==> config.mk <==
export PLATFORM = sky130hd
export DESIGN_NAME = irq_toggle_ctrl
export DESIGN_NICKNAME = d
export VERILOG_FILES = /design/src/rtl/irqt_pkg.sv /design/src/rtl/irqt_rst_sync.sv /design/src/rtl/irqt_evt_merge.sv /design/src/rtl/irqt_regfile.sv /design/src/rtl/irqt_out.sv /design/src/rtl/irq_toggle_ctrl.sv
export SDC_FILE = /design/constraint.sdc
export NUM_CORES = 1
export LEC_CHECK = 0
export BUFFER_PORTS_ARGS = -buffer_cell sky130_fd_sc_hd__buf_4
export CAP_MARGIN = 5
export CELL_PAD_IN_SITES_DETAIL_PLACEMENT = 1
export CELL_PAD_IN_SITES_GLOBAL_PLACEMENT = 1
export CORE_MARGIN = 8
export CORE_UTILIZATION = 40
export CTS_BUF_LIST = sky130_fd_sc_hd__clkbuf_8 sky130_fd_sc_hd__clkbuf_16
export DETAILED_ROUTE_END_ITERATION = 16
export GPL_TIMING_DRIVEN = 0
export PLACE_DENSITY = 0.8
export SETUP_SLACK_MARGIN = 0.02
export SYNTH_ARGS = -nofsm -noshare
export SYNTH_HDL_FRONTEND = slang
export SYNTH_SLANG_ARGS = --single-unit
==> constraint.sdc <==
create_clock -name clk -period 2.5 [get_ports clk]
set_clock_uncertainty 0.2 [all_clocks]
set_input_delay 0.375 -clock clk [delete_from_list [all_inputs] [get_ports clk]]
set_output_delay 0.375 -clock clk [all_outputs]
set_load 0.01 [all_outputs]
==> src/rtl/irqt_pkg.sv <==
package irqt_pkg;
  // Byte offsets of the three words
  localparam int OFS_GLOBAL = 'h1C;
  localparam int OFS_STATUS = 'h20;
  localparam int OFS_ENABLE = 'h28;

  // Status bit positions used by the named causes
  localparam int BIT_RX_AVAIL = 8;
  localparam int BIT_TX_HALF  = 6;
  localparam int BIT_RX_OVR   = 5;
  localparam int BIT_RX_FULL  = 4;
  localparam int BIT_TX_UNDER = 3;
  localparam int BIT_TX_EMPTY = 2;

  typedef struct packed {
    logic glb;
    logic stat;
    logic ena;
  } word_sel_t;
endpackage

==> src/rtl/irqt_rst_sync.sv <==
module irqt_rst_sync #(
  parameter int STAGES = 2
) (
  input  logic clk,
  input  logic arst_n,
  output logic srst_n
);
  logic [STAGES-1:0] shift_q;

  always_ff @(posedge clk or negedge arst_n) begin
    if (!arst_n) shift_q <= '0;
    else         shift_q <= {shift_q[STAGES-2:0], 1'b1};
  end

  assign srst_n = shift_q[STAGES-1];
endmodule

==> src/rtl/irqt_evt_merge.sv <==
module irqt_evt_merge
  import irqt_pkg::*;
#(
  parameter int DATA_W = 32
) (
  input  logic [DATA_W-1:0] evt_set,
  input  logic              xfer_byte,
  input  logic              xfer_lost,
  input  logic              rxq_nonempty,
  input  logic              rxq_full,
  output logic [DATA_W-1:0] hw_set
);
  // Combine pulse and level causes into one set vector
  always_comb begin
    hw_set = evt_set;
    if (xfer_byte) begin
      hw_set[BIT_TX_EMPTY] = 1'b1;
      hw_set[BIT_RX_AVAIL] = 1'b1;
    end
    if (xfer_lost)    hw_set[BIT_RX_OVR]   = 1'b1;
    if (rxq_nonempty) hw_set[BIT_RX_AVAIL] = 1'b1;
    if (rxq_full)     hw_set[BIT_RX_FULL]  = 1'b1;
  end
endmodule

==> src/rtl/irqt_regfile.sv <==
module irqt_regfile
  import irqt_pkg::*;
#(
  parameter int DATA_W = 32,
  parameter int ADDR_W = 8
) (
  input  logic              clk,
  input  logic              rst_n,
  input  logic              wr_en,
  input  logic [ADDR_W-1:0] addr,
  input  logic [DATA_W-1:0] wdata,
  input  logic [DATA_W-1:0] hw_set,
  output logic [DATA_W-1:0] rdata,
  output logic [DATA_W-1:0] stat_q,
  output logic [DATA_W-1:0] ena_q,
  output logic              glb_q
);
  localparam int GLB_BIT = DATA_W - 1;

  word_sel_t         sel;
  logic [DATA_W-1:0] stat_d;
  logic              stat_ce;
  logic              ena_ce;
  logic              glb_ce;

  // Address decode
  always_comb begin
    sel.glb  = (addr == ADDR_W'(OFS_GLOBAL));
    sel.stat = (addr == ADDR_W'(OFS_STATUS));
    sel.ena  = (addr == ADDR_W'(OFS_ENABLE));
  end

  // Next state: toggle first, then hardware set on top so it wins
  always_comb begin
    stat_d = stat_q;
    if (wr_en && sel.stat) stat_d = stat_q ^ wdata;
    stat_d  = stat_d | hw_set;
    stat_ce = (wr_en && sel.stat) || (|hw_set);
    ena_ce  = wr_en && sel.ena;
    glb_ce  = wr_en && sel.glb;
  end

  always_ff @(posedge clk or negedge rst_n) begin
    if (!rst_n) begin
      stat_q <= '0;
      ena_q  <= '0;
      glb_q  <= 1'b0;
    end else begin
      if (stat_ce) stat_q <= stat_d;
      if (ena_ce)  ena_q  <= wdata;
      if (glb_ce)  glb_q  <= wdata[GLB_BIT];
    end
  end

  // Read mux
  always_comb begin
    rdata = '0;
    unique case (1'b1)
      sel.glb:  rdata[GLB_BIT] = glb_q;
      sel.stat: rdata = stat_q;
      sel.ena:  rdata = ena_q;
      default:  rdata = '0;
    endcase
  end
endmodule

==> src/rtl/irqt_out.sv <==
module irqt_out #(
  parameter int DATA_W = 32
) (
  input  logic              clk,
  input  logic              rst_n,
  input  logic [DATA_W-1:0] stat_q,
  input  logic [DATA_W-1:0] ena_q,
  input  logic              glb_q,
  output logic              irq
);
  logic irq_d;
  logic irq_q;

  always_comb irq_d = (|(stat_q & ena_q)) && glb_q;

  always_ff @(posedge clk or negedge rst_n) begin
    if (!rst_n) irq_q <= 1'b0;
    else        irq_q <= irq_d;
  end

  assign irq = irq_q;
endmodule

==> src/rtl/irq_toggle_ctrl.sv <==
module irq_toggle_ctrl #(
  parameter int DATA_W     = 32,
  parameter int ADDR_W     = 8,
  parameter int SYNC_STAGE = 2
) (
  input  logic              clk,
  input  logic              rst_n,
  input  logic              reg_wr,
  input  logic [ADDR_W-1:0] reg_addr,
  input  logic [DATA_W-1:0] reg_wdata,
  output logic [DATA_W-1:0] reg_rdata,
  input  logic [DATA_W-1:0] evt_set,
  input  logic              xfer_byte,
  input  logic              xfer_lost,
  input  logic              rxq_nonempty,
  input  logic              rxq_full,
  output logic              irq
);
  logic              rst_sync_n;
  logic [DATA_W-1:0] hw_set;
  logic [DATA_W-1:0] stat_q;
  logic [DATA_W-1:0] ena_q;
  logic              glb_q;

  irqt_rst_sync #(.STAGES(SYNC_STAGE)) u_rst (
    .clk    (clk),
    .arst_n (rst_n),
    .srst_n (rst_sync_n)
  );

  irqt_evt_merge #(.DATA_W(DATA_W)) u_merge (
    .evt_set      (evt_set),
    .xfer_byte    (xfer_byte),
    .xfer_lost    (xfer_lost),
    .rxq_nonempty (rxq_nonempty),
    .rxq_full     (rxq_full),
    .hw_set       (hw_set)
  );

  irqt_regfile #(.DATA_W(DATA_W), .ADDR_W(ADDR_W)) u_regs (
    .clk    (clk),
    .rst_n  (rst_sync_n),
    .wr_en  (reg_wr),
    .addr   (reg_addr),
    .wdata  (reg_wdata),
    .hw_set (hw_set),
    .rdata  (reg_rdata),
    .stat_q (stat_q),
    .ena_q  (ena_q),
    .glb_q  (glb_q)
  );

  irqt_out #(.DATA_W(DATA_W)) u_out (
    .clk    (clk),
    .rst_n  (rst_sync_n),
    .stat_q (stat_q),
    .ena_q  (ena_q),
    .glb_q  (glb_q),
    .irq    (irq)
  );
endmodule

# Yosys cells after proc, flatten, opt, wreduce, memory -nomap -nowiden
# Cells that the tools add are included.
# totals
in_bits	79
wordCells	26
output_inout_bits	33
ff_bits	68
# op_classes
n_mux	8
n_bitwise	3
reduce_logical	7
eq_ne	3
# ops
operator	n
32-bit OR reduction	2
31-bit one-hot mux with 2 select lines	1
32-bit bitwise AND	1
32-bit 2-to-1 mux	1
32-bit OR	1
32-bit XOR	1
8-bit by 6-bit == test with 1-bit output, second input constant	2
8-bit by 5-bit == test with 1-bit output, second input constant	1
1-bit 2-to-1 mux	5
1-bit logical AND	4
1-bit one-hot mux with 3 select lines	1
1-bit logical OR	1

# Longest topological paths before layout
# Gate-level depths: netlist (run 1).
# logic_depth
word_depth	4
depth_mapped	6
depth_no_buf	3

# Hierarchy
# From an unflattened synthesis (run 1), not the netlist that was laid out.
# unflattened
cells_unflattened	414
hier_area_um2	4301.6
# modules_own_cells
module	instances	cells_per_inst	area_per_inst_um2	seq_area_each_um2
irqt_regfile	1	357	3826.2	1626.6
irqt_evt_merge	1	32	235.2	0.0
irqt_out	1	22	186.4	25.0
irqt_rst_sync	1	3	53.8	50.0

# Worst setup path after synthesis (run 1)
# OpenSTA, ideal clock, no wires.
# synth_path
path_kind	input to output
startpoint	input port reg_addr[7]
endpoint	output port reg_rdata[0]
required_time_ns	1.925
t_arrival_ns	1.879
path_slack_ns	0.046
path_buffers	2
path_stages	5
path_cell_list	or4_4 > buf_6 > nor3_1 > clkbuf_1 > a22o_1
# synth_between
elab_chain_cells	2
word_cells_on_any_way	3
classes_between	eq/ne (2); mux (1)
# synth_lines
item	line	text
start, declared	irq_toggle_ctrl.sv:9	input logic [ADDR_W-1:0] reg_addr,
8-bit by 6-bit == test with 1-bit output (on tied branches)	irqt_regfile.sv:30, irqt_regfile.sv:29	
31-bit one-hot mux with 2 select lines *	irqt_regfile.sv:58	unique case (1'b1)
end, declared	irq_toggle_ctrl.sv:11	output logic [DATA_W-1:0] reg_rdata,
# Mark *: on every way between the ends. The rest lies on a longest branch, timed or not.

# Worst setup path after layout (run 1)
# layout_path
startpoint	input port reg_addr[0]
endpoint	output port reg_rdata[22]
# Same word-level chain as after synthesis.

==> results of run 1 <==
==> cell usage after synthesis <==
cell       count  area (um^2)
nand3b_1       1        7.510
nor2_1        28        105.1
dfrtp_1       68         1702
conb_1         1        3.750
nor4_1        35        219.0
or3b_2         1        8.760
or4_4          1        11.26
clkbuf_1      17        63.81
or3_1          1        6.260
nor2b_1       28        175.2
mux2i_1       33        330.3
a221o_1        1        10.01
mux2_4        30        450.4
inv_1         35        131.4
buf_12         3        60.06
a22o_1        31        271.5
nor3b_1        3        22.52
nor3_1         5        25.02
nand4_1        4        25.02
buf_6          2        22.52
nor4b_1        1        8.760
mux2_2         2        22.52
o41a_1         1        11.26
nand4bb_1      1        11.26
a22oi_1       16        120.1
==> critical path, cell delays in order <==
cell and delay (ns):
buf_6 0.09, or4_4 0.59, nor3_4 0.18, buf_12 0.17
clkbuf_16 0.16, a22o_1 0.17, buf_4 0.13
==> worst max path at each step <==
stage               cells after the start   startpoint       endpoint  slack [ns]
floorplan                               5  reg_addr[7]   reg_rdata[0]        0.05
global placement                        7  reg_addr[7]   reg_rdata[7]       -0.64
detailed placement                      7  reg_addr[7]   reg_rdata[7]       -0.75
CTS                                     8  reg_addr[0]   reg_rdata[4]       -0.02
global route                            7  reg_addr[0]   reg_rdata[7]        0.01
finish                                  7  reg_addr[0]  reg_rdata[22]        0.07
==> area by class of cell <==
cell class	count	share of cell area (%)
sequential	68	31.54
tap	129	2.985
clock inverter	7	2.708
timing repair buffer	123	18.82
buffer	21	4.235
clock buffer	9	2.291
multi-input combinational	224	34.99
inverter	35	2.430
==> routing by layer <==
metal / global-route usage [%] / vias up
met3: 5.018 / 16
met5: 0 / -
li1: - / 1524
met4: 7.276 / 0
met1: 27.08 / 1759
met2: 36.77 / 106
==> power by group through the flow <==
stage	clock, W	sequential, W	combinational [W]
detailed placement	0	0.00120	0.000280
finish	0.00125	0.00118	0.000293
global route	0.00131	0.00119	0.000316
CTS	0.00125	0.00118	0.000289
floorplan	0	0.00119	0.000116
global placement	0	0.00120	0.000272
==> kinds of logic after synthesis <==
| family | after synthesis | share of synthesized area (%) |
|---|---|---|
| AND/OR/NAND/NOR | 109 | 16.36 |
| flip-flops | 68 | 44.49 |
| multiplexers | 65 | 21.00 |
| buffers and inverters | 57 | 7.262 |
| AO/OA/AOI/OAI | 49 | 10.80 |
| other | 1 | 0.09804 |
==> stage by stage <==
stage | total power, W | cell area (um^2) | TNS (ns) | hold slack [ns] | utilization, %
2_1_floorplan | 0.001306 | 3825 | 0 | -0.1206 | -
3_3_place_gp | 0.001473 | 4812 | -58.73 | -0.04229 | 52.08
3_5_place_dp | 0.001484 | 4816 | -19.42 | -0.04088 | 52.12
4_1_cts | 0.002726 | 5396 | -0.06642 | 0.05978 | 58.40
5_1_grt | 0.002823 | 5406 | 0 | 0.05737 | 58.51
6_report | 0.002727 | 5406 | 0 | 0.06652 | 58.51
==> sequential cells by signal (all words and copies together), names as in the netlist <==
register       flops
u_regs.ena_q      32
u_regs.stat_q     32
u_rst.shift_q      2
u_out.irq          1
u_regs.glb_q       1
==> what timing repair did <==
item	4_1_cts	5_1_grt
endpoints found under the setup margin	32	33
gates cloned	5	0
hold buffers	1	0
resized for setup	39	5
setup buffers	7	0
endpoints found under the hold margin	2	0
pin swaps	18	3
==> metrics, run 1 <==
Comb pwr share=10.7%; met2 wire length=6794 um; Period minus WS final=2.427 ns; r2r endpoint=u_out.irq; met1 wire length=5933 um; Final ANT Viol Nets=0; Pins Over Slew Limit=0; Fmax=412.0 MHz; TritonRoute pass-1 iters=4; commonest non-fill, non-tap cell in the layout=buf_4; row cnt=35; share of power burned in registers=43.4%; ant diodes=0; Reg-to-Reg Start=u_regs.stat_q[16]; GRT overflow=0; IO Pins=about 110; Setup Crit Path Kind=primary input to output pin; Setup Viol. Count Final=0; DR top layer=met4; port buffer count=110; LEAKAGE=2.438 nW; Seq/Total Area, Yosys=44.49%; drt via density=5.528; clock buffer depth=2; hold depth=2; clock buffer count from CTS=9; DRT Wirelength=13730 um; Worst Path Arrival=1.85 ns; largest net degree at the start of global routing=67; dpl ws=-0.7478 ns; dpl hpwl=9107 um; R2R cell count=3; Fin. Hold Viols=0; Slew headroom=40.12%; Psw=0.0006562 W; placer congestion estimate=0.7859; min-delay worst type=primary input to flip-flop; YS warnings=0; DR iter-0 viols=135; commonest non-fill, non-tap cells in the layout=buf_4, dfrtp_1, inv_1, nor4_1, mux2i_1; Avg Inst Size Synth=10.96 um^2; sw frac=24.06%; CTS sink cnt=68; max_cap viols=0; Worst Slack Setup Final=around 0.073 ns; cell area after synthesis=3825 um^2; Mapped Nets=428; Synth cell types=25; Worst VDD drop=0.3679 mV; Critical Path RT=1.92 ns; Hold Path End=u_regs.ena_q[3]; status=complete, no violations; initial antenna violation count=0; Core ar.=9240 um^2; worst hold start=reg_wdata[3]; share of cells above drive strength 1=38.60%; Mapped Cells=349; number of fillers in the final layout=1025; multi-input logic area=1892 um^2; TritonCTS clock tree=yes; Die W=113.8 um; number of global-route vias before repair=between 3000 and 4000; Reg clk slew, reported paths=0.09 ns; Register Area=1705 um^2; P&R area growth vs syn=41.35%; clock power share=roughly 46%; DRC errors left=0; final cycle utilization of the critical path=between 90% and 100%; first-pass GRT wire length=21800 um; Critical Path Start Type=primary input; PwrDens=504.4 nW/um^2; clk_lat worst skew=around 0.35 ns; Setup crit end kind=output pin; final std cells w/o fill=616; htree depth=3; Initial Utilization=41.39%; die area=12950 um^2; Int Power=0.002071 W; FF+latch count, synth=68; routed len/inst=around 22 um; CTS root buf=clkbuf_8; Worst Tran Pin Value=0.8982 ns; unrepaired setup endpoints after global routing=yes; dpl cells=588; Global Route Usage Sum=between 20 and 25%; CP max FO=8; flop2flop setup slack=0.86 ns; chip height=about 110 um; nets=561; met3 routed WL=782 um; via count=3405
Power figures use the tool's default switching activity.
==> run 2: changes to the inputs <==
--- a/config.mk
+++ b/config.mk
@@ -5,16 +5,17 @@
 export SDC_FILE = /design/constraint.sdc
 export NUM_CORES = 1
 export LEC_CHECK = 0
+export ABC_AREA = 1
 export BUFFER_PORTS_ARGS = -buffer_cell sky130_fd_sc_hd__buf_4
 export CAP_MARGIN = 5
 export CELL_PAD_IN_SITES_DETAIL_PLACEMENT = 1
 export CELL_PAD_IN_SITES_GLOBAL_PLACEMENT = 1
 export CORE_MARGIN = 8
-export CORE_UTILIZATION = 40
+export CORE_UTILIZATION = 37
 export CTS_BUF_LIST = sky130_fd_sc_hd__clkbuf_8 sky130_fd_sc_hd__clkbuf_16
 export DETAILED_ROUTE_END_ITERATION = 16
 export GPL_TIMING_DRIVEN = 0
-export PLACE_DENSITY = 0.8
+export PLACE_DENSITY = 0.81
 export SETUP_SLACK_MARGIN = 0.02
 export SYNTH_ARGS = -nofsm -noshare
 export SYNTH_HDL_FRONTEND = slang
==> run 2 against run 1 <==
Critical endpoint is now reg_rdata[16]; register-to-register slack improved by 0.24 ns; via count increased by 8.5%; synthesized cell count increased by 42%; clock power decreased by 28%; die area increased by 4.2%; power decreased by 14%; critical path type unchanged; final cell count increased by 23%; area after synthesis decreased by 2.9%; clock-buffer cell count increased by 1; wire length decreased by 8.5%; non-clock buffer count decreased by 8.
==> metrics, run 2 <==
Critical Path Start Type=primary input; min-delay worst type=primary input to flip-flop; Post-DP Area=4736 um^2 (-1.7%); most common cell in the netlist=nand2_1; dpl ws=0.1003 ns (+0.8481 ns); clock buffer depth=2 (unchanged); clock buffer count from CTS=9 (unchanged); LEAKAGE=2.586 nW (+6.1%); Synth cell types=20 (-20%); Avg Inst Size Synth=7.484 um^2 (-32%); Setup crit end kind=output pin; Final ANT Viol Nets=0 (unchanged); via count=3695 (+8.5%); final cycle utilization of the critical path=94.17% (-2.9 points); flop2flop setup slack=1.10 ns (+0.24 ns); cell family with most CP delay=buffers and inverters; Global Route Usage Sum=19.47% (-2.4 points); Hold Path End=u_regs.stat_q[11]; dpl hpwl=9473 um (+4.0%); Register Area=1705 um^2 (unchanged); clk_lat worst skew=0.34 ns (about the same); CP max stage cell=o21ai_0; CTS sink cnt=68 (unchanged); Setup Crit Path Kind=primary input to output pin; largest cells by area after synthesis=dfrtp_1, nand2_1, nand3_1, xor2_1, o21ai_0; Mapped Nets=575 (+34%); clock power share=38.4% (-7.4 points); ant diodes=0 (unchanged); Core ar.=9774 um^2 (+5.8%); number of fillers in the final layout=1287 (+26%); PwrDens=473.8 nW/um^2 (-6.1%); IO Pins=112 (unchanged); htree depth=3 (unchanged); Reg-to-Reg Start=u_rst.shift_q[1]; Top FF cell, synth=dfrtp_1; number of global-route vias before repair=4135 (+7.1%); drt via density=4.875 (-12%); row cnt=36 (+2.9%); area leader, netlist=dfrtp_1; hold depth=3 (+1); DRT Wirelength=12550 um (-8.5%); TritonRoute pass-1 iters=4 (unchanged); multi-input logic area=1624 um^2 (-14%); FF+latch count, synth=68 (unchanged); Setup Viol. Count Final=0 (unchanged); Psw=0.0005869 W (-11%); CP Launch Point=reg_addr[7]; TritonCTS clock tree=yes; max_cap viols=0 (unchanged); Async SR Flop Fraction=100.0% (unchanged); Initial Utilization=37.98% (-3.4 points); Worst Slack Setup Final=0.1458 ns (+0.07320 ns); Critical Path RT=1.92 ns (about the same); Post-synth EDFFs=0 (unchanged); routed len/inst=16.56 um (-26%); Mapped Cells=496 (+42%); Buf/Inv on CP=4 (unchanged); commonest non-fill, non-tap cell in the layout=nand2_1; CP max stage delay=0.33 ns (-0.26 ns); share of cells above drive strength 1=23.36% (-15 points); r2r endpoint=u_regs.stat_q[7]; cell area after synthesis=3712 um^2 (-2.9%); share of power burned in registers=50.0% (+6.6 points); top cells by instance count after synthesis=nand2_1, dfrtp_1, nand3_1; die area=13490 um^2 (+4.2%); chip height=116.2 um (+2.1%); DRC errors left=0 (unchanged); Worst VDD drop=0.2122 mV (-42%); Comb pwr share=11.6% (+0.9 points); unrepaired setup endpoints after global routing=yes; YS warnings=0 (unchanged); largest net degree at the start of global routing=57 (-15%); Seq/Total Area, Yosys=45.84% (+1.3 points); Worst Tran Pin Value=0.5791 ns (-0.3191 ns); worst path cell trace=buf_4 > nor2_1 > nand2_1 > inv_1 > nand2_1 > buf_1 > o21ai_0 > buf_4; Pins Over Slew Limit=0 (unchanged); CP max FO=10 (+2); first-pass GRT wire length=20550 um (-5.7%); Slew headroom=61.39% (+21 points); DR iter-0 viols=169 (+25%); port buffer count=110 (unchanged); placer congestion estimate=0.8195 (+4.3%); Fmax=424.8 MHz (+3.1%); CTS root buf=clkbuf_8; commonest non-fill, non-tap cells in the layout=nand2_1, buf_4, dfrtp_1, inv_1, nand3_1; GRT overflow=0 (unchanged); Fin. Hold Viols=0 (unchanged); Die W=116.2 um (+2.1%); post-synth top area share=45.84% (+1.3 points); worst hold start=evt_set[11]; Int Power=0.001759 W (-15%); status=complete, no violations; Period minus WS final=2.354 ns (-0.07320 ns); R2R cell count=1 (-2); initial antenna violation count=0 (unchanged); Reg clk slew, reported paths=0.08 ns (about the same); fin area=4951 um^2 (-8.4%); P&R area growth vs syn=33.37%; largest registers=u_regs.ena_q x32, u_regs.stat_q x32, u_rst.shift_q x2; Worst Path Arrival=1.78 ns (-0.07 ns); sw frac=25.02% (+0.95 points); nets=699 (+25%)
run 2: changes by cell type in the layout (fill, tap and decap cells not counted), sizes merged, moves of 14 or more:
cell / before / now
clkbuf: 30 / 16
nor4: 35 / 0
mux2: 32 / 0
nand3: 0 / 66
o21ai: 0 / 63
nor2b: 28 / 0
nand2: 0 / 153
a22oi: 16 / 0
mux2i: 33 / 0
inv: 37 / 66
xor2: 0 / 32
a22o: 31 / 0
run 2: power groups by stage:
| stage | sequential (W) | combinational, W | clock (W) |
|---|---|---|---|
| finish | 0.00117 | 0.000272 | 0.000902 |
| floorplan | 0.00120 | 0.000101 | 0 |
| CTS | 0.00117 | 0.000276 | 0.000925 |
| global placement | 0.00121 | 0.000236 | 0 |
| detailed placement | 0.00120 | 0.000268 | 0 |
| global route | 0.00118 | 0.000308 | 0.000969 |
run 2: cell type report:
type / count / area share [%]
buffer: 23 / 2.906
sequential: 68 / 34.45
multi-input combinational: 340 / 32.80
clock buffer: 10 / 2.780
tap: 133 / 3.361
clock inverter: 6 / 1.137
inverter: 65 / 4.928
timing repair buffer: 113 / 17.64
run 2: kinds of logic (layout without fill, tap and decap cells):
family | after synthesis | after routing | synth area share [%]
other | 1 | 1 | 0.1010
DFF | 68 | 68 | 45.84
AOI/OAI and AO/OA | 66 | 66 | 8.965
and+or+nand+nor | 241 | 241 | 27.13
xor gates and xnor gates | 32 | 32 | 7.550
buffers and inverters | 88 | 217 | 10.41
run 2: per-stage QoR:
step                      hold WS, ns  total power [W]  std cells  utilization (%)  setup TNS (ns)
final                         0.02631         0.002346        758            50.65               0
after CTS                     0.01552         0.002373        758            50.64               0
after detailed placement     -0.04073         0.001465        740            48.45               0
after global placement       -0.04284         0.001447        739            48.13          -47.35
after global routing          0.01312         0.002455        758            50.65               0
after floorplan               -0.1206         0.001302        496                -               0
run 2: worst max path at each step:
stage                              endpoint  slack (ns)  cells after the start
final                         reg_rdata[16]        0.15                      8
after global routing          reg_rdata[31]        0.02                      8
after CTS                      reg_rdata[0]        0.12                      8
after detailed placement       reg_rdata[0]        0.10                      8
after global placement    u_regs.stat_q[29]       -0.72                      0
after floorplan                   u_out.irq        0.27                      0
run 2: repair_timing:
item | CTS | global route
gates resized for setup | 0 | 3
buffers inserted | 0 | 0
endpoints found under the setup margin | 0 | 6
hold buffers | 2 | 0
hold endpoints to repair | 12 | 0
run 2: per-layer routing:
layer  up-vias  GRT usage [%]  part of all wire [%]
li1       1797              -                     -
met1      1819          22.70                    43
met4         0          4.927                  0.79
met5         -              0                     0
met2        75          35.61                    52
met3         4          3.826                   4.2
==> run 3: changes to the inputs <==
--- a/config.mk
+++ b/config.mk
@@ -17,6 +17,7 @@
 export GPL_TIMING_DRIVEN = 0
 export PLACE_DENSITY = 0.81
 export SETUP_SLACK_MARGIN = 0.02
+export SLEW_MARGIN = 20
 export SYNTH_ARGS = -nofsm -noshare
 export SYNTH_HDL_FRONTEND = slang
 export SYNTH_SLANG_ARGS = --single-unit
==> constraint.sdc (replaced) <==
create_clock -name clk -period 2.5 [get_ports clk]
set_clock_uncertainty 0.2 [all_clocks]
set_input_delay 0.125 -clock clk [delete_from_list [all_inputs] [get_ports clk]]
set_output_delay 0.125 -clock clk [all_outputs]
set_load 0.01 [all_outputs]
==> run 3 against run 2 <==
Clock-buffer cell count fell by 1; global-route usage rose by 5.6 points; power rose by 9.0%; critical path type unchanged.
==> metrics, run 3 (synthesized netlist as in run 2, its figures left out) <==
status=complete, no violations; Reg-to-Reg Start=u_regs.stat_q[8]; row cnt=36 (unchanged); commonest non-fill, non-tap cells in the layout=nand2_1, buf_4, dlygate4sd3_1, dfrtp_1; largest registers=u_regs.ena_q x32, u_regs.stat_q x32, u_rst.shift_q x2; CP max FO=10 (unchanged); post-route setup TNS=0 ns (unchanged); post-CTS setup buffers=0 (unchanged); Worst Path Arrival=2.04 ns (+0.26 ns); CTS root buf=clkbuf_8; CTS sink cnt=68 (unchanged); routed len/inst=18.93 um (+14%); Critical Path Start Type=primary input; Die W=116.2 um (unchanged); Reg clk slew, reported paths=0.07 ns (about the same); DRT Wirelength=16280 um (+30%); r2r endpoint=u_regs.stat_q[8]; unrepaired setup endpoints after global routing=no; GRT overflow=0 (unchanged); Setup Crit Path Kind=primary input to output pin; GRT busiest layer=met2; Global Route Usage Sum=25.09% (+5.6 points); number of fillers in the final layout=1223 (-5.0%); Register Area=1705 um^2 (unchanged); via count=4382 (+19%); clock buffer depth=2 (unchanged); IO Pins=112 (unchanged); Worst Slack Setup Final=0.1388 ns (-0.007079 ns); DR iter-0 viols=170 (+0.59%); Setup crit end kind=output pin; final std cells w/o fill=860 (+13%); dpl cells=740 (unchanged); share of cells above drive strength 1=20.39% (-3.0 points); min-delay worst type=primary input to flip-flop; Worst VDD drop=0.3233 mV (+52%); largest net degree at the start of global routing=35 (-39%); dpl hpwl=9599 um (+1.3%); M2 GR Usage=47.67% (+12 points); placer congestion estimate=0.8195 (unchanged); TritonRoute pass-1 iters=4 (unchanged); Fin. Hold Viols=0 (unchanged); nets=800 (+14%); R2R cell count=4 (+3); die area=13490 um^2 (unchanged); Setup Viol. Count Final=0 (unchanged); worst hold start=reg_addr[6]; clk_lat worst skew=0.35 ns (about the same); met1 GRT Util=25.25% (+2.6 points); first-pass GRT wire length=26000 um (+27%); hold depth=6 (+3); P&R area growth vs syn=61.14%; htree depth=3 (unchanged); port buffer count=110 (unchanged); Period minus WS final=2.361 ns (+0.007079 ns); CP Launch Point=reg_addr[5]; Fmax=423.5 MHz (-0.30%); fin area=5982 um^2 (+21%); drt via density=5.095 (+4.5%); commonest non-fill, non-tap cell in the layout=nand2_1; TritonCTS clock tree=yes; final cycle utilization of the critical path=94.45% (+0.28 points); Post-DP Area=4728 um^2 (-0.16%); PwrDens=427.6 nW/um^2 (-9.8%); max_cap viols=0 (unchanged); flop2flop setup slack=0.78 ns (-0.32 ns); multi-input logic area=1624 um^2 (unchanged); Core ar.=9774 um^2 (unchanged); clock buffer count from CTS=9 (unchanged); Pins Over Slew Limit=0 (unchanged); Final Util=61.20% (+11 points); Slew headroom=62.39% (+1.0 points); DRC errors left=0 (unchanged); number of global-route vias before repair=5132 (+24%); dpl ws=0.6179 ns (+0.5176 ns); Critical Path RT=2.17 ns (+0.25 ns); initial antenna violation count=0 (unchanged); Final ANT Viol Nets=0 (unchanged); Worst Tran Pin Value=0.5641 ns (-0.01499 ns); chip height=116.2 um (unchanged); Initial Utilization=37.98% (unchanged); Hold Path End=u_regs.glb_q; GR Util met3=5.481% (+1.7 points); LEAKAGE=2.935 nW (+13%)
run 3: changes by cell type in the layout (fill, tap and decap cells not counted), sizes merged:
cell and delta:
dlygate4sd3 +101, bufinv +1, clkinvlp +1, clkinv -1
buf -1, diode +1
run 3: routing by layer:
metal  routed length [um]  vias to the layer above
met5                    0                        -
met4                  483                        0
met3                  814                       46
met2                 8931                      147
met1                 6048                     2194
li1                     -                     1995
run 3: final cells by class:
cell class / instances / share of cell area [%]
Antenna cell: 1 / 0.04183
Buffer: 23 / 2.447
Clock buffer: 9 / 2.071
Clock inverter: 7 / 1.548
Inverter: 65 / 4.079
Multi-Input combinational cell: 340 / 27.15
Sequential cell: 68 / 28.51
Tap cell: 133 / 2.782
Timing Repair Buffer: 214 / 31.37
run 3: stage by stage:
stage | hold slack [ns] | total power (W)
after global placement | -0.2928 | 0.001447
after CTS | 0.04609 | 0.002551
final | 0.05371 | 0.002558
after global routing | 0.06805 | 0.002660
after detailed placement | -0.2891 | 0.001464
after floorplan | -0.3706 | 0.001302
run 3: power breakdown:
| group | switching [W] | leakage [nW] | internal (W) |
|---|---|---|---|
| Clock | 0.000446 | 0.107 | 0.000558 |
| Combinational | 0.000166 | 2.21 | 0.000204 |
| Sequential | 0.0000382 | 0.619 | 0.00115 |
| Total | 0.000650 | 2.93 | 0.00191 |
run 3: what timing repair did:
action	4_1_cts	5_1_grt
hold buffers	103	0
resized for setup	0	5
endpoints found under the setup margin	0	12
endpoints found under the hold margin	67	0
run 3: worst max-delay path, cell delays in order:
cell and delay (ns):
dlygate4sd3_1 0.53, buf_4 0.11, nand2_1 0.07, nor3_1 0.16, nand2_1 0.21, clkbuf_2 0.30, o21ai_0 0.35, buf_4 0.19
run 3: worst max-delay path by stage:
stage                        endpoint  slack (ns)
floorplan                   u_out.irq        0.27
global placement    u_regs.stat_q[29]       -0.72
detailed placement       reg_rdata[0]        0.62
CTS                      reg_rdata[8]        0.12
global route            reg_rdata[16]        0.09
finish                   reg_rdata[8]        0.14
